### src/rtl/clk_ctrl_pkg.sv
package clk_ctrl_pkg;
  localparam int unsigned BIT_PLL_EN = 0;
  localparam int unsigned BIT_PLL_PD = 1;
  localparam int unsigned BIT_LPS    = 2;
  localparam int unsigned BIT_TEST   = 3;
  localparam int unsigned CFG_BITS   = 4;

  typedef enum logic [1:0] {
    ST_RUN  = 2'd0,
    ST_STOP = 2'd1,
    ST_WAKE = 2'd2
  } stop_st_e;

  typedef enum logic [1:0] {
    CO_CORE = 2'd0,
    CO_OSC  = 2'd1,
    CO_PSCL = 2'd2,
    CO_OFF  = 2'd3
  } clkout_e;

  localparam logic SRC_OSC = 1'b0;
  localparam logic SRC_PLL = 1'b1;
endpackage

### src/rtl/clk_cfg_reg.sv
module clk_cfg_reg
  import clk_ctrl_pkg::*;
#(
  parameter int unsigned REG_W = 8
) (
  input  logic             clk_i,
  input  logic             rst_ni,
  input  logic             wr_en_i,
  input  logic [REG_W-1:0] wr_data_i,
  output logic [REG_W-1:0] rd_data_o,
  output logic             pll_en_o,
  output logic             pll_pd_o,
  output logic             lps_o,
  output logic             test_o,
  output logic             err_o
);
  localparam int unsigned PAD_W = REG_W - CFG_BITS;

  logic [CFG_BITS-1:0] cfg_q;
  logic                err_q;
  logic                reserved_req;

  assign reserved_req = wr_data_i[BIT_PLL_EN] & wr_data_i[BIT_PLL_PD];

  always_ff @(posedge clk_i or negedge rst_ni) begin
    if (!rst_ni) begin
      cfg_q <= '0;
      err_q <= 1'b0;
    end else if (wr_en_i) begin
      if (reserved_req) err_q <= 1'b1;
      else              cfg_q <= wr_data_i[CFG_BITS-1:0];
    end
  end

  generate
    if (PAD_W > 0) begin : g_pad
      assign rd_data_o = {{PAD_W{1'b0}}, cfg_q};
    end else begin : g_nopad
      assign rd_data_o = cfg_q;
    end
  endgenerate

  assign pll_en_o = cfg_q[BIT_PLL_EN];
  assign pll_pd_o = cfg_q[BIT_PLL_PD];
  assign lps_o    = cfg_q[BIT_LPS];
  assign test_o   = cfg_q[BIT_TEST];
  assign err_o    = err_q;

  // reserved request never alters stored word
  p_reserved_drop_r5: assert property (@(posedge clk_i) disable iff (!rst_ni)
    (wr_en_i && reserved_req) |=> $stable(rd_data_o));
  p_err_sticky_r5: assert property (@(posedge clk_i) disable iff (!rst_ni)
    err_o |=> err_o);
  p_no_reserved_r4: assert property (@(posedge clk_i) disable iff (!rst_ni)
    !(pll_en_o && pll_pd_o));
endmodule

### src/rtl/clk_stop_seq.sv
module clk_stop_seq
  import clk_ctrl_pkg::*;
(
  input  logic clk_i,
  input  logic rst_ni,
  input  logic stop_enter_i,
  input  logic stop_exit_i,
  input  logic osc_stable_i,
  input  logic lps_i,
  input  logic pll_en_i,
  output logic osc_en_o,
  output logic core_src_o
);
  stop_st_e st_q, st_d;
  logic     lps_q;

  always_comb begin
    st_d = st_q;
    unique case (st_q)
      ST_RUN:  if (stop_enter_i) st_d = ST_STOP;
      ST_STOP: if (stop_exit_i)  st_d = ST_WAKE;
      ST_WAKE: if (osc_stable_i) st_d = ST_RUN;
      default: st_d = ST_RUN;
    endcase
  end

  always_ff @(posedge clk_i or negedge rst_ni) begin
    if (!rst_ni) begin
      st_q  <= ST_RUN;
      lps_q <= 1'b0;
    end else begin
      st_q <= st_d;
      if (st_q == ST_RUN && stop_enter_i) lps_q <= lps_i;  // latched at entry only
    end
  end

  assign osc_en_o   = !(st_q == ST_STOP && lps_q);
  assign core_src_o = (st_q == ST_RUN && pll_en_i) ? SRC_PLL : SRC_OSC;

  p_lps_gate_r7: assert property (@(posedge clk_i) disable iff (!rst_ni)
    (st_q == ST_RUN && stop_enter_i && lps_i) |=> !osc_en_o);
  p_keep_osc_r7: assert property (@(posedge clk_i) disable iff (!rst_ni)
    (st_q == ST_RUN && stop_enter_i && !lps_i) |=> osc_en_o);
  p_wake_hold_r8: assert property (@(posedge clk_i) disable iff (!rst_ni)
    (st_q == ST_STOP && stop_exit_i) |=> (osc_en_o && core_src_o == SRC_OSC));
  p_src_pll_r3: assert property (@(posedge clk_i) disable iff (!rst_ni)
    (core_src_o == SRC_PLL) |-> pll_en_i);
endmodule

### src/rtl/clk_out_sel.sv
module clk_out_sel
  import clk_ctrl_pkg::*;
(
  input  logic [1:0] req_i,
  input  logic       test_i,
  output logic [1:0] sel_o
);
  always_comb begin
    sel_o = req_i;
    if (req_i == CO_PSCL && !test_i) sel_o = CO_OFF;
  end

  always_comb begin
    p_pscl_needs_test_r9: assert (!(sel_o == CO_PSCL) || test_i);
  end
endmodule

### src/rtl/clk_mode_ctrl.sv
module clk_mode_ctrl
  import clk_ctrl_pkg::*;
#(
  parameter int unsigned REG_W = 8
) (
  input  logic             clk_i,
  input  logic             rst_ni,
  input  logic             wr_en_i,
  input  logic [REG_W-1:0] wr_data_i,
  output logic [REG_W-1:0] rd_data_o,
  input  logic             stop_enter_i,
  input  logic             stop_exit_i,
  input  logic             osc_stable_i,
  input  logic [1:0]       clkout_req_i,
  output logic             pll_en_o,
  output logic             pll_pd_o,
  output logic             osc_en_o,
  output logic             core_src_o,
  output logic [1:0]       clkout_sel_o,
  output logic             cfg_err_o
);
  logic lps, test_en;

  clk_cfg_reg #(.REG_W(REG_W)) i_cfg (
    .clk_i     (clk_i),
    .rst_ni    (rst_ni),
    .wr_en_i   (wr_en_i),
    .wr_data_i (wr_data_i),
    .rd_data_o (rd_data_o),
    .pll_en_o  (pll_en_o),
    .pll_pd_o  (pll_pd_o),
    .lps_o     (lps),
    .test_o    (test_en),
    .err_o     (cfg_err_o)
  );

  clk_stop_seq i_seq (
    .clk_i        (clk_i),
    .rst_ni       (rst_ni),
    .stop_enter_i (stop_enter_i),
    .stop_exit_i  (stop_exit_i),
    .osc_stable_i (osc_stable_i),
    .lps_i        (lps),
    .pll_en_i     (pll_en_o),
    .osc_en_o     (osc_en_o),
    .core_src_o   (core_src_o)
  );

  clk_out_sel i_out (
    .req_i  (clkout_req_i),
    .test_i (test_en),
    .sel_o  (clkout_sel_o)
  );

  // stop entry leaves PLL lines untouched
  p_stop_pll_keep_r6: assert property (@(posedge clk_i) disable iff (!rst_ni)
    (stop_enter_i && !wr_en_i) |=> ($stable(pll_pd_o) && $stable(pll_en_o)));
endmodule

### config.mk
export PLATFORM = sky130hd
export DESIGN_NAME = clk_mode_ctrl
export DESIGN_NICKNAME = d
export VERILOG_FILES = /design/src/rtl/clk_ctrl_pkg.sv /design/src/rtl/clk_cfg_reg.sv /design/src/rtl/clk_stop_seq.sv /design/src/rtl/clk_out_sel.sv /design/src/rtl/clk_mode_ctrl.sv
export SDC_FILE = /design/constraint.sdc
export NUM_CORES = 1
export LEC_CHECK = 0
export ABC_AREA = 1
export BUFFER_PORTS_ARGS = -buffer_cell sky130_fd_sc_hd__clkbuf_2
export CORE_AREA = 2 2 39 41
export CTS_BUF_LIST = sky130_fd_sc_hd__clkbuf_2 sky130_fd_sc_hd__clkbuf_4 sky130_fd_sc_hd__clkbuf_8
export DETAILED_ROUTE_END_ITERATION = 6
export DIE_AREA = 0 0 41 43
export PLACE_DENSITY = 0.68
export SLEW_MARGIN = 15
export SYNTH_ARGS = -nofsm -noshare
export SYNTH_HDL_FRONTEND = slang
export SYNTH_HIERARCHICAL = 1
export SYNTH_SLANG_ARGS = --single-unit
### constraint.sdc
create_clock -name clk_i -period 0.9 [get_ports clk_i]
set_input_delay 0.045 -clock clk_i [delete_from_list [all_inputs] [get_ports clk_i]]
set_output_delay 0.045 -clock clk_i [all_outputs]
set_load 0.02 [all_outputs]
==> summary.md, run 1 <==
| Metric | Value |
|---|---|
| Outcome | `finished with violations` |
| Violated checks | `negative setup slack` |
| Post-synth EDFFs | `0` |
| Final setup vio count | `8` |
| Die Span Y | `~43 um` |
| Share of layout cells above drive strength 1 | `about half` |
| Crit path max fanout | `4` |
| Gr usage total | `around an eighth` |
| Simple-Gate Fraction of Synth Area | `27.5%` |
| Worst setup margin | `-162 ps` |
| Drt pass-1 iters | `4` |
| CP required | `850 ps` |
| R2R Setup Slk | `-130 ps` |
| Antenna Nets Post-Route | `0` |
| Post-route cell area | `671 sq um` |
| Initial antenna violation count | `0` |
| RSZ-0062 raised after global routing | `yes` |
| Final setup TNS | `-648 ps` |
| CTS Buf Count | `3` |
| Proportion of synthesized area in mux cells | `0%` |
| Worst Hold Path EP | `i_cfg/cfg_q[2]` |
| # IOs | `31` |
| Top FF cell, synth | `dfrtp_1` |
| Post-Synthesis Cells | `52` |
| Hold crit path type | `in2reg` |
| Vias in the first global route | `~330` |
| #FFs+latches synth | `8` |
| Routability Congestion | `between 0.7 and 0.8` |
| Largest cells by area after synthesis | `dfrtp_1 48%, buf_4 14%, nand2_1 13%, nand3_1 8.4%, inv_1 4.5%` |
| Most area-hungry cell type in the Yosys netlist | `dfrtp_1` |
| Largest family of logic cells by synthesized area | `simple AND/OR/NAND/NOR gates` |
| Most frequent cells after synthesis | `15 x nand2_1, 8 x buf_4, 8 x dfrtp_1` |
| Root buf cell | `clkbuf_4` |
| Die width | `41 um` |
| Synth cell types | `12` |
| Post-Synth XOR/XNOR Area | `0%` |
| Wire length on met3 | `40 um` |
| DP Area | `502 sq um` |
| Top layer in use | `met4` |
| # rows | `14` |
| Longest Clk Path Bufs | `2` |
| RR Endpoint | `i_seq/lps_q` |
| Crit Path Category | `reg2out` |
| Area added between synthesis and finish | `60.0%` |
| Startpoint of the worst register-to-register path | `i_seq/st_q[0]` |
| Maximum number of pins on one net before global-route repair | `9` |
| Hold_sp | `wr_data_i[2]` |
| Hold Vio Cnt, Final | `0` |
| Post-Route Skew | `0.0734 ps` |
| Max-slew violation count | `0` |
| Top-count cell post-synth | `nand2_1` |
| Pleak | `0.378 nW` |
| WL final | `933 um` |
| M1 wire length | `380 um` |
| Number of remaining DRC errors | `0` |
| ANT cells | `0` |
| VDD IR-drop max | `0.000944 V` |
| CTS tree | `yes` |
| Skew-Pair Late Insertion Delay | `250 ps` |
| Starting Density | `a little under a third` |
| CP Capture Type | `output pin` |
| Worst setup SP type | `register` |
| Share of the synthesized area in the top cell type | `47.8%` |
| DRT iter0 DRCs | `10` |
| IO buf count | `22` |
| Nets | `slightly above 100` |
| Async SR Flop Fraction | `100%` |
| Core Area | `1380 sq um` |
| Post-layout util | `~48%` |
| Congestion Overflow GR | `0` |
| Via count | `413` |
| Pwr dens | `2200 nW/um^2` |
| Fill cells | `140` |
| Reg2Reg Depth | `6` |
| # H-tree levels | `1` |
| Vias per cell | `4.17` |
| DP HPWL | `roughly 580 um` |
| Final period utilization | `118%` |
| Hold Path Depth | `3` |
| Max-Cap Viols | `0` |
| Avg Cell Area, Syn | `8.06 sq um` |
| Synth Area in Adders | `0%` |
| Compound-Gate Fraction of Synth Area | `4.18%` |
| Post-layout minimum cycle time | `1060 ps` |
| Worst-path clk slew | `50 ps` |
| Routed wl met2 | `between 400 and 500 um` |
| Fmax | `about 940 MHz` |
| Power Total | `0.00147 W` |
| Mean routed wirelength per cell | `9.42 um` |
| Sequential share of the synthesized area | `47.8%` |
| Synth Cell Area | `419 sq um` |
| Die Area | `1760 sq um` |
| Yosys warning total | `6` |
| Num Clock Sinks | `8` |
| Global-route wire length before repair | `roughly 1400 um` |
| CP Data Arrival Time | `1020 ps` |
## where the power goes
part	internal (W)	total, W	switching (W)	leakage [nW]
registers	0.000447	0.000524	0.0000770	0.0948
logic	0.000350	0.000680	0.000330	0.269
clock network	0.000152	0.000270	0.000118	0.0138
total	0.000949	0.00147	0.000525	0.378
## repair_timing
action / in CTS / in global routing
pin swaps: 2 / 3
setup endpoints to repair: 3 / 9
resized for setup: 4 / 19
hold endpoints to repair: 10 / 0
hold buffers: 3 / 0
gates cloned: 0 / 0
setup buffers: 4 / 5
## area by class of cell
type | instances | area, sq um | area share (%)
timing repair buffer | 34 | 248 | 36.9
sequential | 8 | 201 | 30.0
multi-input combinational | 33 | 160 | 23.9
clock buffer | 3 | 22.5 | 3.36
tap | 16 | 20.0 | 2.99
inverter | 5 | 18.8 | 2.80
## logic make-up after synthesis
logic type,after synthesis
compound gates,3
buf+inv,14
flops,8
other cells,1
simple gates,26
## per-stage QoR
step / instances / setup WS (ps) / hold WS [ps]
floorplan: 55 / 18.8 / -251
global placement: 84 / 45.7 / -102
detailed placement: 84 / 35.3 / -102
CTS: 94 / -173 / 17.7
global route: 99 / -231 / 21.0
finish: 99 / -162 / 26.8
## cells in the final DEF (no fill, tap or decap), types with 2 or more instances in the layout
master	n
inv_1	4
nand2_2	2
clkbuf_4	3
buf_4	9
dfrtp_1	7
nand3_1	7
dlygate4sd3_1	3
conb_1	4
clkbuf_2	15
buf_6	5
nand2_1	15
## worst max path at each step
| stage | start | end | slack [ps] |
|---|---|---|---|
| 2_1_floorplan | i_cfg/cfg_q[0] | core_src_o | 20 |
| 3_3_place_gp | i_seq/st_q[0] | i_seq/lps_q | 50 |
| 3_5_place_dp | i_seq/st_q[0] | i_seq/lps_q | 40 |
| 4_1_cts | i_seq/st_q[1] | core_src_o | -170 |
| 5_1_grt | i_seq/st_q[1] | core_src_o | -230 |
| 6_report | i_seq/st_q[0] | core_src_o | -160 |
## registers in the layout (all words and copies together), names as in the netlist
register / flops
i_cfg/cfg_q: 4
i_seq/st_q: 2
i_cfg/err_o: 1
i_seq/lps_q: 1
## worst max-delay path, cell delays in order, from the launching register on
cell and delay (ps):
dfrtp_2 430, nor3b_2 170, buf_4 170
## routing by layer
| metal | vias to the layer above | track usage (%) |
|---|---|---|
| li1 | 213 | - |
| met1 | 185 | 13.9 |
| met2 | 13 | 16.3 |
| met3 | 2 | 6.28 |
| met4 | 0 | 12.0 |
| met5 | - | 0 |
Note: power is estimated with default switching activity, not from simulation.
==> inputs of run 2 (changes only) <==
- REMOVE_ABC_BUFFERS: default -> 1
==> run 2 against run 1 <==
The run still ends with negative setup slack left. Maximum frequency up 1.4%. Cell area fell by 0.75%. Critical path depth increased by 1. Register-to-register slack improved by 50 ps. Via count fell by 1.7%. Critical endpoint is now osc_en_o. Highest routed layer unchanged.
==> summary.md, run 2 (same netlist as run 1, synthesis figures left out) <==
| Metric | Value |
|---|---|
| Int Pwr | `0.000912 W` |
| Routability Congestion | `0.640` |
| Fmax | `955 MHz` |
| Largest regs | `i_cfg/cfg_q (4), i_seq/st_q (2)` |
| Pleak | `0.370 nW` |
| Root buf cell | `clkbuf_4` |
| Max reg flops | `4` |
| Number of remaining DRC errors | `0` |
| Die Span Y | `43 um` |
| Flop pwr share | `36.5%` |
| Post-Route Skew | `2.48 ps` |
| VDD IR-drop max | `approximately 0.00071 V` |
| Net Switching | `between 0.0005 and 0.0006 W` |
| Switching Fraction | `36.0%` |
| Max-slew violation count | `0` |
| Final period utilization | `116%` |
| Clock power share | `19.5%` |
| Worst slack at placement | `23.8 ps` |
| RSZ-0062 raised after global routing | `yes` |
| Crit path max fanout | `4` |
| CP Data Arrival Time | `1000 ps` |
| DP HPWL | `610 um` |
| IO buf count | `22` |
| Worst setup SP type | `register` |
| Longest Clk Path Bufs | `2` |
| Commonest non-fill, non-tap cell in the layout | `clkbuf_2` |
| Via count | `~400` |
| Hold crit path type | `in2reg` |
| Die Area | `1760 sq um` |
| Max-Cap Viols | `0` |
| Pwr dens | `2140 nW/um^2` |
| Num Clock Sinks | `8` |
| Share of layout cells above drive strength 1 | `45.0%` |
| CP required | `850 ps` |
| Die width | `41 um` |
| CP Capture Type | `output pin` |
| Initial antenna violation count | `0` |
| DRT iter0 DRCs | `11` |
| Global-route wire length before repair | `1390 um` |
| DP Area | `around 500 sq um` |
| Skew-Pair Late Insertion Delay | `250 ps` |
| CTS Buf Count | `3` |
| Vias per cell | `~4.2` |
| Nets | `98` |
| Violated checks | `negative setup slack` |
| Starting Density | `30.3%` |
| Worst setup margin | `-147 ps` |
| Final setup vio count | `9` |
| Antenna Nets Post-Route | `0` |
| Maximum number of pins on one net before global-route repair | `9` |
| # rows | `14` |
| Crit Path Category | `reg2out` |
| # H-tree levels | `1` |
| WL final | `959 um` |
| Hold Vio Cnt, Final | `0` |
| Core Area | `1380 sq um` |
| Vias in the first global route | `~340` |
| Worst-path clk slew | `about 60 ps` |
| Drt pass-1 iters | `4` |
| Area added between synthesis and finish | `58.8%` |
| Comb pwr share | `between 40% and 50%` |
| CTS tree | `yes` |
| Mean routed wirelength per cell | `roughly 10 um` |
| # IOs | `31` |
| Power Total | `0.00143 W` |
| Most frequent cells in the layout | `16 x clkbuf_2, 15 x nand2_1, 8 x dfrtp_1, 6 x nand3_1, 5 x buf_6` |
| ANT cells | `0` |
| Gr usage total | `12.4%` |
| Post-layout minimum cycle time | `1050 ps` |
| Fill cells | `roughly 140` |
| Post-route cell area | `666 sq um` |
| Largest reg by FF count | `i_cfg/cfg_q` |
| Outcome | `finished with violations` |
| Congestion Overflow GR | `0` |
-- run 2: cell types whose count changed in the layout (fill, tap and decap cells not counted) --
cell / delta
buf_4: -6
buf_8: +2
buf_2: -1
clkbuf_2: +1
clkbuf_8: +1
dfrtp_1: +1
dfrtp_2: -1
nand3_1: -1
nand3_2: +1
nor2_1: +1
nor2_4: -1
-- run 2: per-stage QoR --
stage | cells | util, % | hold WS (ps) | setup TNS [ps]
5_1_grt | 96 | 48.1 | 35.5 | -1070
6_report | 96 | 48.1 | 19.9 | -662
3_3_place_gp | 85 | 36.4 | -101 | 0
3_5_place_dp | 85 | 36.4 | -93.2 | 0
4_1_cts | 95 | 46.4 | 19.1 | -721
2_1_floorplan | 46 | - | -251 | -288
-- run 2: power by group through the flow --
stage / Sequential, W / Combinational [W] / Clock (W)
finish: 0.000520 / 0.000628 / 0.000277
global route: 0.000530 / 0.000684 / 0.000305
CTS: 0.000514 / 0.000576 / 0.000288
detailed placement: 0.000522 / 0.000381 / 0
global placement: 0.000518 / 0.000371 / 0
floorplan: 0.000551 / 0.000202 / 0
-- run 2: critical path, stage by stage, from the launching register on --
cell and delay (ps):
dfrtp_1 410, inv_1 120, nand3_2 70, clkbuf_8 150
-- run 2: final timing paths --
kind	startpoint	to	slack [ps]	cells after the start
min in group asynchronous	rst_ni	i_cfg/cfg_q[0]	160	2
worst min-delay path	wr_data_i[3]	i_cfg/cfg_q[3]	20	3
worst min register to register	i_cfg/err_o	i_cfg/err_o	480	1
max in group asynchronous	rst_ni	i_cfg/cfg_q[2]	560	2
worst max-delay path	i_seq/st_q[1]	osc_en_o	-150	3
worst max register to register	i_seq/st_q[0]	i_seq/lps_q	-80	5
-- run 2: timing repair --
| item | CTS | global route |
|---|---|---|
| gates resized for setup | 14 | 9 |
| hold endpoints to repair | 10 | 0 |
| pin swaps | 0 | 1 |
| hold buffers | 3 | 0 |
| setup buffers | 4 | 1 |
| endpoints found under the setup margin | 5 | 9 |
-- run 2: layout make-up --
class	instances	area [sq um]	share of cell area (%)
Tap cell	16	20.0	3.01
Multi-Input combinational cell	33	158	23.7
Clock buffer	3	22.5	3.38
Timing Repair Buffer	31	246	37.0
Inverter	5	18.8	2.82
Sequential cell	8	200	30.1
-- run 2: routing by layer --
metal	GRT usage (%)	vias up	share of wire [%]
met5	0	-	0
met4	12.0	0	2.8
met3	3.14	4	7.5
met2	16.6	18	49
met1	15.2	179	40
li1	-	205	-
==> inputs of run 3 (changes only) <==
- SETUP_SLACK_MARGIN: default -> 0.02
==> run 3 against run 2 <==
The run still ends with negative setup slack left. Clock power barely moved. Die area did not move. Setup slack improved by 0.61 ps. Sequential share of layout area fell by 0.28 points. Non-clock buffer count did not move. Clock-buffer cell count did not move. Final cell count did not move. Critical path depth did not move. Global-route usage did not move. Routed wire length fell by 0.10%.
==> summary.md, run 3 (same netlist as run 1, synthesis figures left out) <==
| Metric | Value |
|---|---|
| Final period utilization | `116%` |
| Post-layout minimum cycle time | `1050 ps` |
| Reg2Reg Depth | `5` |
| Share of layout cells above drive strength 1 | `45.0%` |
| IO buf count | `22` |
| Initial antenna violation count | `0` |
| WL final | `958 um` |
| Int Pwr | `around 0.00092 W` |
| Fill cells | `145` |
| Drt pass-1 iters | `4` |
| Skew-Pair Late Insertion Delay | `250 ps` |
| Crit-path cells | `inv_1 -> nand3_2 -> clkbuf_8` |
| Max-slew violation count | `0` |
| CP Data Arrival Time | `1000 ps` |
| Violated checks | `negative setup slack` |
| RSZ-0062 raised after global routing | `yes` |
| Root buf cell | `clkbuf_4` |
| Congestion Overflow GR | `0` |
| VDD IR-drop max | `roughly 0.00073 V` |
| Worst Hold Path EP | `i_cfg/cfg_q[3]` |
| Final setup TNS | `-660 ps` |
| Num Clock Sinks | `8` |
| Die width | `41 um` |
| Vias in the first global route | `around 340` |
| Hold_sp | `wr_data_i[3]` |
| Die Area | `1760 sq um` |
| Number of remaining DRC errors | `0` |
| Routability Congestion | `0.640` |
| # H-tree levels | `1` |
| Global-route wire length before repair | `1390 um` |
| Maximum number of pins on one net before global-route repair | `9` |
| Largest reg by FF count | `i_cfg/cfg_q` |
| R2R Setup Slk | `-80 ps` |
| Core Area | `1380 sq um` |
| Crit Path Category | `reg2out` |
| # IOs | `31` |
| CTS Buf Count | `3` |
| DP Area | `504 sq um` |
| Final setup vio count | `9` |
| CP required | `850 ps` |
| Max reg flops | `4` |
| Vias per cell | `4.23` |
| Hold Vio Cnt, Final | `0` |
| Hold Path Depth | `3` |
| Starting Density | `30.3%` |
| CP top delay family | `flip-flops` |
| Outcome | `finished with violations` |
| Most frequent cells in the layout | `15 x nand2_1, 15 x clkbuf_2, 8 x dfrtp_1, 6 x nand3_1, 6 x buf_6` |
| ANT cells | `0` |
| CP max-delay cell | `dfrtp_1` |
| Longest Clk Path Bufs | `2` |
| Power Total | `approximately 0.0014 W` |
| Antenna Nets Post-Route | `0` |
| Via count | `approximately 410` |
| CP Capture Type | `output pin` |
| Mean routed wirelength per cell | `9.98 um` |
| Nets | `98` |
| DP HPWL | `610 um` |
| Die Span Y | `approximately 43 um` |
| Area added between synthesis and finish | `60.3%` |
| Hold crit path type | `in2reg` |
| Clock power share | `19.3%` |
| Worst setup SP type | `register` |
| Gr usage total | `between 10 and 15%` |
| Comb pwr share | `between 40% and 50%` |
| WP buf/inv | `2` |
| # rows | `14` |
| Pwr dens | `2130 nW/um^2` |
| Worst setup margin | `-146 ps` |
| Net Switching | `just over 0.0005 W` |
| RR Endpoint | `i_seq/lps_q` |
| Fmax | `956 MHz` |
| Worst-path clk slew | `60 ps` |
| Max-Cap Viols | `0` |
| DRT iter0 DRCs | `11` |
| Switching Fraction | `35.9%` |
| Startpoint of the worst register-to-register path | `i_seq/st_q[0]` |
| CTS tree | `yes` |
| Post-layout util | `48.6%` |
| Largest regs | `i_cfg/cfg_q (4), i_seq/st_q (2)` |
| Flop pwr share | `a little over a third` |
| Post-route cell area | `between 600 and 700 sq um` |
| Pleak | `0.372 nW` |
| Worst slack at placement | `23.8 ps` |
| Post-Route Skew | `2.50 ps` |
| Crit path max fanout | `4` |
| CP peak stage delay | `410 ps` |
-- run 3: worst max path at each step --
stage	from	end	slack [ps]	cells after the start
3_5_place_dp	i_seq/st_q[0]	i_seq/lps_q	20	4
6_report	i_seq/st_q[1]	osc_en_o	-150	3
4_1_cts	i_seq/st_q[0]	core_src_o	-170	2
3_3_place_gp	i_seq/st_q[0]	i_seq/lps_q	40	4
2_1_floorplan	i_cfg/cfg_q[0]	core_src_o	-290	1
5_1_grt	i_seq/st_q[0]	core_src_o	-200	2
-- run 3: repair_timing --
action / 4_1_cts / 5_1_grt
pin swaps: 0 / 1
endpoints found under the hold margin: 10 / 0
setup buffers: 4 / 1
hold buffers: 3 / 0
resized for setup: 14 / 12
setup endpoints to repair: 6 / 10
-- run 3: worst min-delay path, cell delays in order --
cell      delay, ps
clkbuf_2         80
nand3_1          70
nand2_1          50
-- run 3: per-stage QoR --
| step | std cells | hold slack [ps] |
|---|---|---|
| CTS | 95 | 19.1 |
| floorplan | 46 | -251 |
| global route | 96 | 35.5 |
| detailed placement | 85 | -93.2 |
| global placement | 85 | -101 |
| finish | 96 | 20.5 |
-- run 3: power groups by stage --
stage	clock network, W	registers, W	logic (W)
2_1_floorplan	0	0.000551	0.000202
3_3_place_gp	0	0.000518	0.000371
3_5_place_dp	0	0.000522	0.000381
4_1_cts	0.000288	0.000514	0.000576
5_1_grt	0.000305	0.000531	0.000691
6_report	0.000277	0.000521	0.000634
-- run 3: area by class of cell --
class	count	area, sq um	area share [%]
timing repair buffer	31	253	37.6
sequential	8	200	29.8
multi-input combinational	33	158	23.5
clock buffer	3	22.5	3.35
tap	16	20.0	2.98
inverter	5	18.8	2.79
-- run 3: routing by layer --
metal | track usage, % | routed length [um]
met5 | 0 | 0
met4 | 12.0 | 27
met3 | 3.14 | 72
met2 | 16.6 | 466
met1 | 15.2 | 391
